`config.mk`:
```
export PLATFORM = sky130hd
export DESIGN_NAME = rxdma_ring_engine
export DESIGN_NICKNAME = d
export VERILOG_FILES = /design/src/rtl/rxdma_pkg.sv /design/src/rtl/rxdma_byte_packer.sv /design/src/rtl/rxdma_burst_buf.sv /design/src/rtl/rxdma_ring_idx.sv /design/src/rtl/rxdma_ring_engine.sv
export SDC_FILE = /design/constraint.sdc
export NUM_CORES = 1
export LEC_CHECK = 0
export BUFFER_PORTS_ARGS = -buffer_cell sky130_fd_sc_hd__buf_2
export CAP_MARGIN = 20
export CELL_PAD_IN_SITES_DETAIL_PLACEMENT = 2
export CELL_PAD_IN_SITES_GLOBAL_PLACEMENT = 2
export CORE_MARGIN = 5
export CORE_UTILIZATION = 33
export CTS_CLUSTER_SIZE = 14
export DETAILED_ROUTE_END_ITERATION = 7
export PLACE_DENSITY_LB_ADDON = 0.1
export SLEW_MARGIN = 20
export SYNTH_ARGS = -nofsm -noshare
export SYNTH_HDL_FRONTEND = slang
export SYNTH_SLANG_ARGS = --single-unit
export TNS_END_PERCENT = 30
```
`constraint.sdc`:
```
create_clock -name clk -period 12.8 [get_ports clk]
set_clock_uncertainty 0.2 [all_clocks]
set_input_delay 2.56 -clock clk [delete_from_list [all_inputs] [get_ports clk]]
set_output_delay 2.56 -clock clk [all_outputs]
set_load 0.02 [all_outputs]
```
`src/rtl/rxdma_pkg.sv`:
```
package rxdma_pkg;

  localparam int LEN_W    = 12;
  localparam int LEN_LSB  = 16;
  localparam int OWN_BIT  = 15;
  localparam int EOP_BIT  = 14;
  localparam int SOP_BIT  = 13;
  localparam int WRAP_BIT = 12;
  localparam int ERR_OVF  = 0;
  localparam int ERR_CRC  = 1;
  localparam int ERR_SYM  = 2;
  localparam int ERR_OVSZ = 4;
  localparam int ERR_UNDR = 9;

  localparam logic [31:0] ERR_MASK =
    (32'd1 << ERR_OVF) | (32'd1 << ERR_CRC) | (32'd1 << ERR_SYM) |
    (32'd1 << ERR_OVSZ) | (32'd1 << ERR_UNDR);

  typedef enum logic [2:0] {
    ST_FETCH_CTL,
    ST_FETCH_PTR,
    ST_STALL,
    ST_RECV,
    ST_BURST,
    ST_WBACK
  } rx_state_e;

  typedef struct packed {
    logic underrun;
    logic symbol;
    logic crc;
    logic overflow;
  } rx_err_t;

  // saturating byte counter step
  function automatic logic [LEN_W-1:0] sat_inc(input logic [LEN_W-1:0] c);
    return (c == {LEN_W{1'b1}}) ? c : c + 1'b1;
  endfunction

  // assemble the written-back control/status word
  function automatic logic [31:0] pack_status(input logic [LEN_W-1:0] len,
                                              input rx_err_t err,
                                              input logic oversize,
                                              input logic wrap);
    logic [31:0] w;
    w = '0;
    w[LEN_LSB +: LEN_W] = len;
    w[EOP_BIT]  = 1'b1;
    w[SOP_BIT]  = 1'b1;
    w[WRAP_BIT] = wrap;
    w[ERR_OVF]  = err.overflow;
    w[ERR_CRC]  = err.crc;
    w[ERR_SYM]  = err.symbol;
    w[ERR_OVSZ] = oversize;
    w[ERR_UNDR] = err.underrun;
    return w;
  endfunction

endpackage

```
`src/rtl/rxdma_byte_packer.sv`:
```
module rxdma_byte_packer (
  input  logic        clk,
  input  logic        rst_n,
  input  logic        accept,
  input  logic [7:0]  byte_in,
  input  logic        last_in,
  output logic        word_fire,
  output logic [31:0] word_out
);
  logic [1:0]  pos;
  logic [23:0] acc;

  always_comb begin
    word_out  = {8'h00, acc} | ({24'h0, byte_in} << {pos, 3'b000});
    word_fire = accept && ((pos == 2'd3) || last_in);
  end

  always_ff @(posedge clk) begin
    if (!rst_n) begin
      pos <= '0;
      acc <= '0;
    end else if (accept) begin
      if (word_fire) begin
        pos <= '0;
        acc <= '0;
      end else begin
        pos <= pos + 2'd1;
        acc <= word_out[23:0];
      end
    end
  end
endmodule

```
`src/rtl/rxdma_burst_buf.sv`:
```
module rxdma_burst_buf #(
  parameter int DEPTH = 16,
  localparam int PTR_W = (DEPTH > 1) ? $clog2(DEPTH) : 1,
  localparam int CNT_W = $clog2(DEPTH + 1)
) (
  input  logic             clk,
  input  logic             rst_n,
  input  logic             push,
  input  logic [31:0]      push_word,
  input  logic             pop,
  output logic [CNT_W-1:0] fill,
  output logic [CNT_W-1:0] rd_ptr,
  output logic [31:0]      head,
  output logic             full,
  output logic             drained
);
  logic [31:0] store [DEPTH];

  assign full    = (int'(fill) == DEPTH);
  assign head    = store[rd_ptr[PTR_W-1:0]];
  assign drained = pop && (rd_ptr == fill - 1'b1);

  always_ff @(posedge clk) begin
    if (push && !full) store[fill[PTR_W-1:0]] <= push_word;
  end

  always_ff @(posedge clk) begin
    if (!rst_n) begin
      fill   <= '0;
      rd_ptr <= '0;
    end else if (drained) begin
      fill   <= '0;
      rd_ptr <= '0;
    end else if (pop) begin
      rd_ptr <= rd_ptr + 1'b1;
    end else if (push && !full) begin
      fill <= fill + 1'b1;
    end
  end
endmodule

```
`src/rtl/rxdma_ring_idx.sv`:
```
module rxdma_ring_idx #(
  parameter int IDX_W = 6
) (
  input  logic             clk,
  input  logic             rst_n,
  input  logic [31:0]      ring_base,
  input  logic             advance,
  input  logic             wrap,
  output logic [IDX_W-1:0] idx,
  output logic [31:0]      desc_addr
);
  assign desc_addr = ring_base + (32'(idx) << 3);

  always_ff @(posedge clk) begin
    if (!rst_n)       idx <= '0;
    else if (advance) idx <= wrap ? '0 : idx + 1'b1;
  end
endmodule

```
`src/rtl/rxdma_ring_engine.sv`:
```
module rxdma_ring_engine
  import rxdma_pkg::*;
#(
  parameter int RING_IDX_W  = 6,
  parameter int BURST_WORDS = 16,
  parameter int BUF_BYTES   = 2048,
  parameter int MAX_FRAME   = 2046
) (
  input  logic        clk,
  input  logic        rst_n,
  input  logic [31:0] ring_base,
  input  logic        kick,
  input  logic        fifo_valid,
  input  logic [7:0]  fifo_data,
  input  logic        fifo_last,
  input  logic [3:0]  fifo_err,
  output logic        fifo_ready,
  output logic        mem_req,
  output logic        mem_we,
  output logic [31:0] mem_addr,
  output logic [31:0] mem_wdata,
  input  logic [31:0] mem_rdata,
  input  logic        mem_gnt,
  output logic        mem_burst_first,
  output logic [$clog2(BURST_WORDS+1)-1:0] mem_burst_len,
  output logic        irq_done,
  output logic        irq_err
);
  localparam int BUF_WORDS = BUF_BYTES / 4;
  localparam int WCNT_W    = $clog2(BUF_WORDS + 1);
  localparam int BL_W      = $clog2(BURST_WORDS + 1);

  rx_state_e         state, state_nx;
  logic [31:0]       buf_addr;
  logic              wrap_q;
  logic [LEN_W-1:0]  bcnt;
  logic [WCNT_W-1:0] wcount, burst_base;
  rx_err_t           err_q;
  logic              frame_done;

  logic [RING_IDX_W-1:0] desc_idx;
  logic [31:0]       desc_addr;
  logic              accept, word_fire, push, pop, drained, full, room;
  logic [31:0]       word_data, head, status_word, data_addr;
  logic [BL_W-1:0]   fill, rd_ptr;
  logic              oversize;

  // named internal events
  logic ev_fetch_ok, ev_not_owned, ev_ptr_taken, ev_wback;
  logic receiving, stalled;

  assign receiving    = (state == ST_RECV);
  assign stalled      = (state == ST_STALL);
  assign ev_fetch_ok  = (state == ST_FETCH_CTL) && mem_gnt && mem_rdata[OWN_BIT];
  assign ev_not_owned = (state == ST_FETCH_CTL) && mem_gnt && !mem_rdata[OWN_BIT];
  assign ev_ptr_taken = (state == ST_FETCH_PTR) && mem_gnt;
  assign ev_wback     = (state == ST_WBACK) && mem_gnt;

  assign fifo_ready = receiving && !full;
  assign accept     = fifo_valid && fifo_ready;
  assign room       = int'(wcount) < BUF_WORDS;
  assign push       = word_fire && room;
  assign pop        = (state == ST_BURST) && mem_gnt;
  assign oversize   = int'(bcnt) > MAX_FRAME;
  assign status_word = pack_status(bcnt, err_q, oversize, wrap_q);
  assign data_addr  = buf_addr + ((32'(burst_base) + 32'(rd_ptr)) << 2);

  rxdma_byte_packer u_packer (
    .clk       (clk),
    .rst_n     (rst_n),
    .accept    (accept),
    .byte_in   (fifo_data),
    .last_in   (fifo_last),
    .word_fire (word_fire),
    .word_out  (word_data)
  );

  rxdma_burst_buf #(.DEPTH(BURST_WORDS)) u_burst (
    .clk       (clk),
    .rst_n     (rst_n),
    .push      (push),
    .push_word (word_data),
    .pop       (pop),
    .fill      (fill),
    .rd_ptr    (rd_ptr),
    .head      (head),
    .full      (full),
    .drained   (drained)
  );

  rxdma_ring_idx #(.IDX_W(RING_IDX_W)) u_idx (
    .clk       (clk),
    .rst_n     (rst_n),
    .ring_base (ring_base),
    .advance   (ev_wback),
    .wrap      (wrap_q),
    .idx       (desc_idx),
    .desc_addr (desc_addr)
  );

  // memory port drive
  always_comb begin
    mem_req         = 1'b0;
    mem_we          = 1'b0;
    mem_addr        = desc_addr;
    mem_wdata       = '0;
    mem_burst_first = 1'b0;
    mem_burst_len   = '0;
    unique case (state)
      ST_FETCH_CTL: mem_req = 1'b1;
      ST_FETCH_PTR: begin
        mem_req  = 1'b1;
        mem_addr = desc_addr + 32'd4;
      end
      ST_BURST: begin
        mem_req         = 1'b1;
        mem_we          = 1'b1;
        mem_addr        = data_addr;
        mem_wdata       = head;
        mem_burst_first = (rd_ptr == '0);
        mem_burst_len   = fill;
      end
      ST_WBACK: begin
        mem_req   = 1'b1;
        mem_we    = 1'b1;
        mem_wdata = status_word;
      end
      default: ;
    endcase
  end

  // next state
  always_comb begin
    state_nx = state;
    unique case (state)
      ST_FETCH_CTL: begin
        if (ev_fetch_ok)       state_nx = ST_FETCH_PTR;
        else if (ev_not_owned) state_nx = ST_STALL;
      end
      ST_STALL:     if (kick) state_nx = ST_FETCH_CTL;
      ST_FETCH_PTR: if (ev_ptr_taken) state_nx = ST_RECV;
      ST_RECV: begin
        if (accept && fifo_last)
          state_nx = (push || fill != '0) ? ST_BURST : ST_WBACK;
        else if (push && (int'(fill) + 1 == BURST_WORDS))
          state_nx = ST_BURST;
      end
      ST_BURST:     if (drained) state_nx = frame_done ? ST_WBACK : ST_RECV;
      ST_WBACK:     if (ev_wback) state_nx = ST_FETCH_CTL;
      default:      state_nx = ST_FETCH_CTL;
    endcase
  end

  always_ff @(posedge clk) begin
    if (!rst_n) begin
      state      <= ST_FETCH_CTL;
      buf_addr   <= '0;
      wrap_q     <= 1'b0;
      bcnt       <= '0;
      wcount     <= '0;
      burst_base <= '0;
      err_q      <= '0;
      frame_done <= 1'b0;
      irq_done   <= 1'b0;
      irq_err    <= 1'b0;
    end else begin
      state    <= state_nx;
      irq_done <= ev_wback;
      irq_err  <= ev_wback && |(status_word & ERR_MASK);
      if (ev_fetch_ok) wrap_q <= mem_rdata[WRAP_BIT];
      if (ev_ptr_taken) begin
        buf_addr   <= mem_rdata;
        bcnt       <= '0;
        wcount     <= '0;
        burst_base <= '0;
        err_q      <= '0;
        frame_done <= 1'b0;
      end
      if (accept) begin
        bcnt <= sat_inc(bcnt);
        if (fifo_last) begin
          err_q      <= rx_err_t'(fifo_err);
          frame_done <= 1'b1;
        end
      end
      if (push) wcount <= wcount + 1'b1;
      if (drained) burst_base <= burst_base + WCNT_W'(fill);
    end
  end
endmodule

```
==> results of run 1 <==
[final cells by class]
| type | instances | area (sq um) |
|---|---|---|
| Sequential cell | 633 | 17800 |
| Tap cell | 1134 | 1420 |
| Inverter | 20 | 75.1 |
| Multi-Input combinational cell | 1107 | 9800 |
| Clock buffer | 98 | 2010 |
| Timing Repair Buffer | 192 | 1050 |
| Clock inverter | 32 | 323 |
| Antenna cell | 4 | 10.0 |
| Fill cell | 8344 | 51300 |
[layer usage]
metal  up-vias  part of all wire [%]
li1       7548                     -
met1      9140                    44
met2       326                    50
met3       119                   3.6
met4         4                   2.5
met5         -                 0.030
[state kept, by name, indices dropped and copies added, names as in the netlist, named ones only]
signal	cells
wcount	10
err_q	4
irq_err	1
u_burst.rd_ptr	5
u_burst.store	512
irq_done	1
bcnt	12
buf_addr	32
burst_base	10
u_idx.idx	6
u_packer.pos	2
state	3
frame_done	1
u_packer.acc	24
wrap_q	1
u_burst.fill	5
[cells in the final DEF, fill, tap and decap left out, drive strengths merged, types with 4 or more instances in the layout]
cell type / count
edfxtp: 512
buf: 192
mux4: 160
nand2: 150
nor2: 128
dfxtp: 121
clkbuf: 98
xnor2: 61
o21ai: 54
a21oi: 53
and3: 46
xor2: 45
ha: 42
a21boi: 41
a21o: 39
nand3: 35
and2: 31
clkinv: 25
inv: 22
nand4: 21
nor3: 20
nor2b: 16
a22o: 13
o21a: 13
o221ai: 11
nand2b: 10
a22oi: 10
or3: 10
mux2i: 9
a211oi: 8
o211ai: 8
nor4: 8
nor3b: 6
nand3b: 5
diode: 4
o21bai: 4
a31oi: 4
nand4b: 4
fa: 4
[final timing paths]
kind / startpoint / end / slack [ns] / cells after the start
setup / recovery: ring_base[3] / mem_addr[31] / 3.78 / 13
hold reg to reg: u_packer.acc[23] / u_packer.acc[23] / 0.27 / 2
setup reg to reg: u_burst.fill[0] / u_burst.store[7][10] / 8.66 / 10
hold / removal: u_packer.acc[23] / u_packer.acc[23] / 0.27 / 2
[cell families (layout without fill, tap and decap cells)]
| group | after synthesis | after routing | synth area share (%) |
|---|---|---|---|
| AOI/OAI and AO/OA | 285 | 285 | 7.13 |
| and+or+nand+nor | 500 | 500 | 8.73 |
| xor gates and xnor gates | 106 | 106 | 3.35 |
| adders and majority gates | 46 | 46 | 2.17 |
| buffers and inverters | 116 | 342 | 1.58 |
| other | 0 | 4 | 0 |
| muxes | 170 | 170 | 13.3 |
| DFF | 633 | 633 | 63.8 |
[report_power, final]
| group | internal, mW | switching (mW) |
|---|---|---|
| clock | 1.17 | 0.860 |
| combinational | 0.0437 | 0.0915 |
| sequential | 2.21 | 0.00593 |
[critical path, stage by stage]
cell and delay, ns:
buf_2 0.10, ha_1 0.23, fa_1 0.41, a211o_2 0.39
a21oi_4 0.26, o21ai_0 0.18, a22oi_2 0.32, nand4_1 0.26
nor4_4 0.50, or4b_1 0.51, xnor2_1 0.15, o221ai_1 0.17
buf_2 0.22
[per-stage QoR]
stage                     total power, mW  cell area, sq um  utilization [%]  std cells  hold WS (ns)
after floorplan                      2.33             27900                -       1856         0.223
after global placement               2.39             30200             36.0       3086         0.237
after detailed placement             2.39             30200             36.0       3086         0.260
after CTS                            4.45             32500             38.8       3216         0.277
after global routing                 4.55             32500             38.8       3216         0.302
final                                4.38             32500             38.8       3220         0.272
==> results.md, run 1 <==
- Status: complete, no violations
- Number of global-route vias before repair: 18763
- CP max FO: 8
- Post-cts gate resize count: 0
- Synth Flop Type: edfxtp_1
- Final Hold Viols: 0
- Critical path class: in -> out
- Height of the die: 301 um
- Critical Path RT: 10.04 ns
- Syn Inst Count: 1856
- Fmax: 111 MHz
- Synth top area cells: edfxtp_1 (55%), mux4_2 (13%), dfxtp_1 (8.7%)
- Area grow syn2layout: 16.4%
- Clk_lat worst skew: 0.62 ns
- Post-synth top area cell: edfxtp_1
- First-pass GRT wire length: 130000 um
- Maximum VDD drop: 0.000116 V
- GR peak layer: met2
- Fin nets: 2155
- Sum Neg Setup Slack: 0 ns
- Syn_nets: 1984
- Routability Congestion: 0.794
- Clk root buf: clkbuf_16
- M1 GR Usage: 25.6%
- DR WL/cell: 27.6 um
- Row cnt: 106
- Share of layout cells above drive strength 1: 23.7%
- Via count: 17137
- Pwr Density: 135 nW/um^2
- CTS tree: yes
- GRT Total Usage: 19.4%
- Clock sink count: 633
- Drt first-iter violations: 1016
- Post-Place Setup Slack: 3.76 ns
- Routed Wire Length: 88800 um
- Met2 usage: 33.7%
- Die width: 301 um
- Final number of setup-violating endpoints: 0
- Remaining Overflow, GRT: 0
- Vias per inst: 5.32
- Cell with the most instances after synthesis: edfxtp_1
- CP Capture Type: primary output
- Type of the tightest min-delay check: reg -> reg
- Hpwl dp: 54100 um
- DRC errors left: 0
- Initial Util: 33.3%
- Post-synth cell types: 72
- Max cap viols: 0
- Initial antenna violation count: 5
- CTS Buf Count: 73
- Worst slew pin tran: 1.15 ns
- Setup ws final: 3.78 ns
- Hold_buf cts: 0
- Ports: 157
- Synth warn: 0
- Avg Cell Area, Syn: 15.0 sq um
- Syn Std Cell Area: 27900 sq um
- M3 GR Usage: 3.06%
- Unrepaired setup endpoints after global routing: false
- Post-synth top area share: 55.1%
- ANT nets after route: 0
- Post-CTS setup buffer count: 0
- Ys async rst share: 0%
- Crit path launch type: input pin
- LEAKAGE: 10.3 nW
- Ratio of final minimum period to clock period: 70.5%
- Slew headroom: 23.4%
- Max Slew Vio Count: 0
- Largest net degree at the start of global routing: 68
- H-tree Lvls: 3
- Yosys reg bits: 633
- Most frequent cells after synthesis: edfxtp_1 (512), mux4_2 (160), nand2_1 (150), nor2_1 (128), dfxtp_1 (121)
- Worst EP arrival: 6.26 ns
- Clk buf depth: 3
- TritonRoute pass-1 iters: 5
- Post-synth EDFFs: 512
- Worst-path clk slew: 0.06 ns
- Core ar.: 83800 sq um
- Die area: 90500 sq um
- Tmin final: 9.02 ns
- Seq/Total Area, Yosys: 63.8%
- Number of buffers added on ports: 156
Power figures use the tool's default switching activity.
==> inputs of run 2 (changes only) <==
--- a/config.mk
+++ b/config.mk
@@ -5,6 +5,7 @@
 export SDC_FILE = /design/constraint.sdc
 export NUM_CORES = 1
 export LEC_CHECK = 0
+export ABC_AREA = 1
 export BUFFER_PORTS_ARGS = -buffer_cell sky130_fd_sc_hd__buf_2
 export CAP_MARGIN = 20
 export CELL_PAD_IN_SITES_DETAIL_PLACEMENT = 2
==> constraint.sdc (replaced) <==
create_clock -name clk -period 8.6 [get_ports clk]
set_clock_uncertainty 0.2 [all_clocks]
set_input_delay 1.72 -clock clk [delete_from_list [all_inputs] [get_ports clk]]
set_output_delay 1.72 -clock clk [all_outputs]
set_load 0.02 [all_outputs]
==> results.md, run 2 <==
- Number of buffers added on ports: 156 (unchanged)
- Hold_buf cts: 0 (unchanged)
- Clock sink count: 633 (unchanged)
- Post-synth top area share: 52.1% (-3.0 points)
- Synth Flop Type: edfxtp_1
- Yosys reg bits: 633 (unchanged)
- Largest net degree at the start of global routing: 106 (+56%)
- Routability Congestion: 0.831 (+4.6%)
- Number of global-route vias before repair: 26897 (+43%)
- Initial antenna violation count: 4 (-1)
- Worst EP arrival: 4.75 ns (-1.51 ns)
- Synth top area cells: edfxtp_1 (52%), dfxtp_1 (8.2%), o21ai_0 (6.7%)
- CTS Buf Count: 75 (+2.7%)
- Avg Cell Area, Syn: 9.64 sq um (-36%)
- Clk root buf: clkbuf_16
- CP max FO: 5 (-3)
- Syn_nets: 3191 (+61%)
- Hold Path End: burst_base[9]
- Reg2reg setup slack: 4.02 ns (-4.64 ns)
- Die width: 309 um (+2.8%)
- FF-to-FF Start: u_burst.fill[0]
- Area grow syn2layout: 16.1%
- Critical path's top delay family: compound AO/OA/AOI/OAI gates
- Max cap viols: 0 (unchanged)
- Most frequent cells after synthesis: edfxtp_1 (512), nor2_1 (501), nand2_1 (447), o21ai_0 (396), inv_1 (208)
- Bufs and invs on worst path: 4 (+2)
- Tmin final: 6.67 ns
- Cell with the most instances after synthesis: edfxtp_1
- Post-cts gate resize count: 0 (unchanged)
- Reg2reg end: u_burst.store[6][11]
- Syn Std Cell Area: 29500 sq um (+5.8%)
- Final Hold Viols: 0 (unchanged)
- Routed Wire Length: 113000 um (+27%)
- First-pass GRT wire length: 168000 um (+29%)
- Crit-path max cell delay: 0.41 ns (-0.10 ns)
- Vias per inst: 5.42 (+1.8%)
- Drt first-iter violations: 1275 (+25%)
- Critical path class: reg -> out
- Worst-path clk slew: 0.06 ns (about the same)
- Die area: 95600 sq um (+5.6%)
- Slew headroom: 30.4% (+7.0 points)
- Maximum VDD drop: 0.000181 V (+56%)
- Crit path launch type: flip-flop
- Unrepaired setup endpoints after global routing: false
- HP Start: burst_base[9]
- Via count: 24007 (+40%)
- Ratio of final minimum period to clock period: 77.6%
- WHS Path Cells: 2 (unchanged)
- Hpwl dp: 70600 um (+31%)
- Core ar.: 88600 sq um (+5.8%)
- ANT nets after route: 0 (unchanged)
- H-tree Lvls: 3 (unchanged)
- GRT Total Usage: 23.2% (+3.8 points)
- DRC errors left: 0 (unchanged)
- Setup ws final: 1.93 ns (-1.85 ns)
- TritonRoute pass-1 iters: 6 (+1)
- GR peak layer: met2
- CTS tree: yes
- M1 GR Usage: 27.7% (+2.1 points)
- Seq/Total Area, Yosys: 60.3% (-3.5 points)
- DR WL/cell: 25.4 um (-7.8%)
- Ys async rst share: 0% (unchanged)
- Fin nets: 3331 (+55%)
- Post-synth cell types: 51 (-29%)
- Most frequent cells in the layout: edfxtp_1 (512), nor2_1 (490), nand2_1 (447)
- Critical Path RT: 6.68 ns (-3.36 ns)
- Worst path slowest cell: fa_1
- Post-CTS setup buffer count: 0 (unchanged)
- Ports: 157 (unchanged)
- Row cnt: 109 (+2.8%)
- Met2 usage: 42.9% (+9.2 points)
- Post-synth EDFFs: 512 (unchanged)
- Height of the die: 309 um (+2.8%)
- R2R depth: 13 (+3)
- Post-synth top area cell: edfxtp_1
- Pwr Density: 216 nW/um^2 (+60%)
- M3 GR Usage: 3.17% (+0.11 points)
- Type of the tightest min-delay check: reg -> reg
- Most common cell after layout, fill and taps aside: edfxtp_1
- Initial Util: 33.3% (about the same)
- Synth warn: 0 (unchanged)
- LEAKAGE: 12.5 nW (+21%)
- Post-Place Setup Slack: 1.99 ns (-1.77 ns)
- Max Slew Vio Count: 0 (unchanged)
- Clk buf depth: 3 (unchanged)
- CP Capture Type: primary output
- Sum Neg Setup Slack: 0 ns (unchanged)
- Final number of setup-violating endpoints: 0 (unchanged)
- Syn Inst Count: 3063 (+65%)
- Status: complete, no violations
- Fmax: 150 MHz
- Worst slew pin tran: 1.04 ns (-0.111 ns)
- Share of layout cells above drive strength 1: 12.5% (-11 points)
- Remaining Overflow, GRT: 0 (unchanged)
- Critical Path, Cell by Cell: ha_1, fa_1, nand3_1, nand2_1, a21oi_1, nor3_1, xor2_1, inv_1, ha_1, nand2_1, nor2_1, inv_1, a21oi_1, nor2_1, nand2_1, inv_1, o21ai_0, a21oi_1, o21ai_0, o211ai_1, buf_2
- Clk_lat worst skew: 0.65 ns (+0.03 ns)
- Max FFs per register: 512 (unchanged)
[run 2: cell types whose count changed in the layout (fill, tap and decap cells not counted), moves of 65 or more]
cell,delta
nand2_1,+298
inv_1,+185
a21oi_1,+76
mux4_2,-160
o22ai_1,+65
nand3_1,+125
o21ai_0,+346
nor2_1,+374
[run 2: worst max path at each step]
stage,to,slack [ns],from,cells after the start
2_1_floorplan,mem_addr[10],2.57,ring_base[3],13
3_3_place_gp,mem_addr[14],2.10,ring_base[3],19
3_5_place_dp,mem_addr[10],1.99,ring_base[3],15
4_1_cts,mem_addr[13],1.85,u_burst.rd_ptr[0],21
5_1_grt,mem_addr[13],1.46,u_burst.rd_ptr[2],21
6_report,mem_addr[13],1.93,u_burst.rd_ptr[0],21
[run 2: kinds of logic after synthesis]
| family | synth area share, % |
|---|---|
| fa+ha+maj | 2.05 |
| buf+inv | 4.71 |
| simple gates | 18.0 |
| xor+xnor | 0.742 |
| flops | 60.3 |
| compound gates | 14.2 |
[run 2: metal layers]
metal,vias up,wire (um)
li1,11090,-
met1,12292,47000
met2,425,57900
met3,198,3730
met4,2,3920
met5,-,13
[run 2: final cells by class]
cell class / count / area (sq um)
timing repair buffer: 210 / 1190
sequential: 633 / 17800
multi-input combinational: 2062 / 10500
inverter: 221 / 836
antenna: 3 / 7.51
tap: 1165 / 1460
fill: 9591 / 54400
clock buffer: 101 / 2070
clock inverter: 35 / 438
[run 2: power by group]
part	leakage [nW]	internal (mW)	switching, mW
logic	5.55	0.200	0.554
clock network	1.22	1.91	1.34
registers	5.68	3.34	0.0497
total	12.5	5.46	1.94
[run 2: worst reg2reg max path: stages, from the launching register on]
cell,delay (ns)
dfxtp_1,0.52
inv_1,0.23
ha_1,0.29
nand3_1,0.12
inv_1,0.06
nand2_1,0.06
nand2_1,0.10
nor2_4,0.10
buf_4,0.40
o21ai_2,0.27
nor2_8,0.32
nand2_1,0.32
nor2_4,0.77
buf_4,0.48
[run 2: through the flow]
stage	power [mW]	instances	area, sq um	hold slack, ns	utilization [%]
after floorplan	3.89	3063	29500	0.236	-
after global placement	4.20	4290	31700	0.243	35.8
after detailed placement	4.22	4290	31800	0.265	35.8
after CTS	7.50	4426	34300	0.273	38.6
after global routing	7.70	4427	34300	0.303	38.7
final	7.40	4430	34300	0.269	38.7
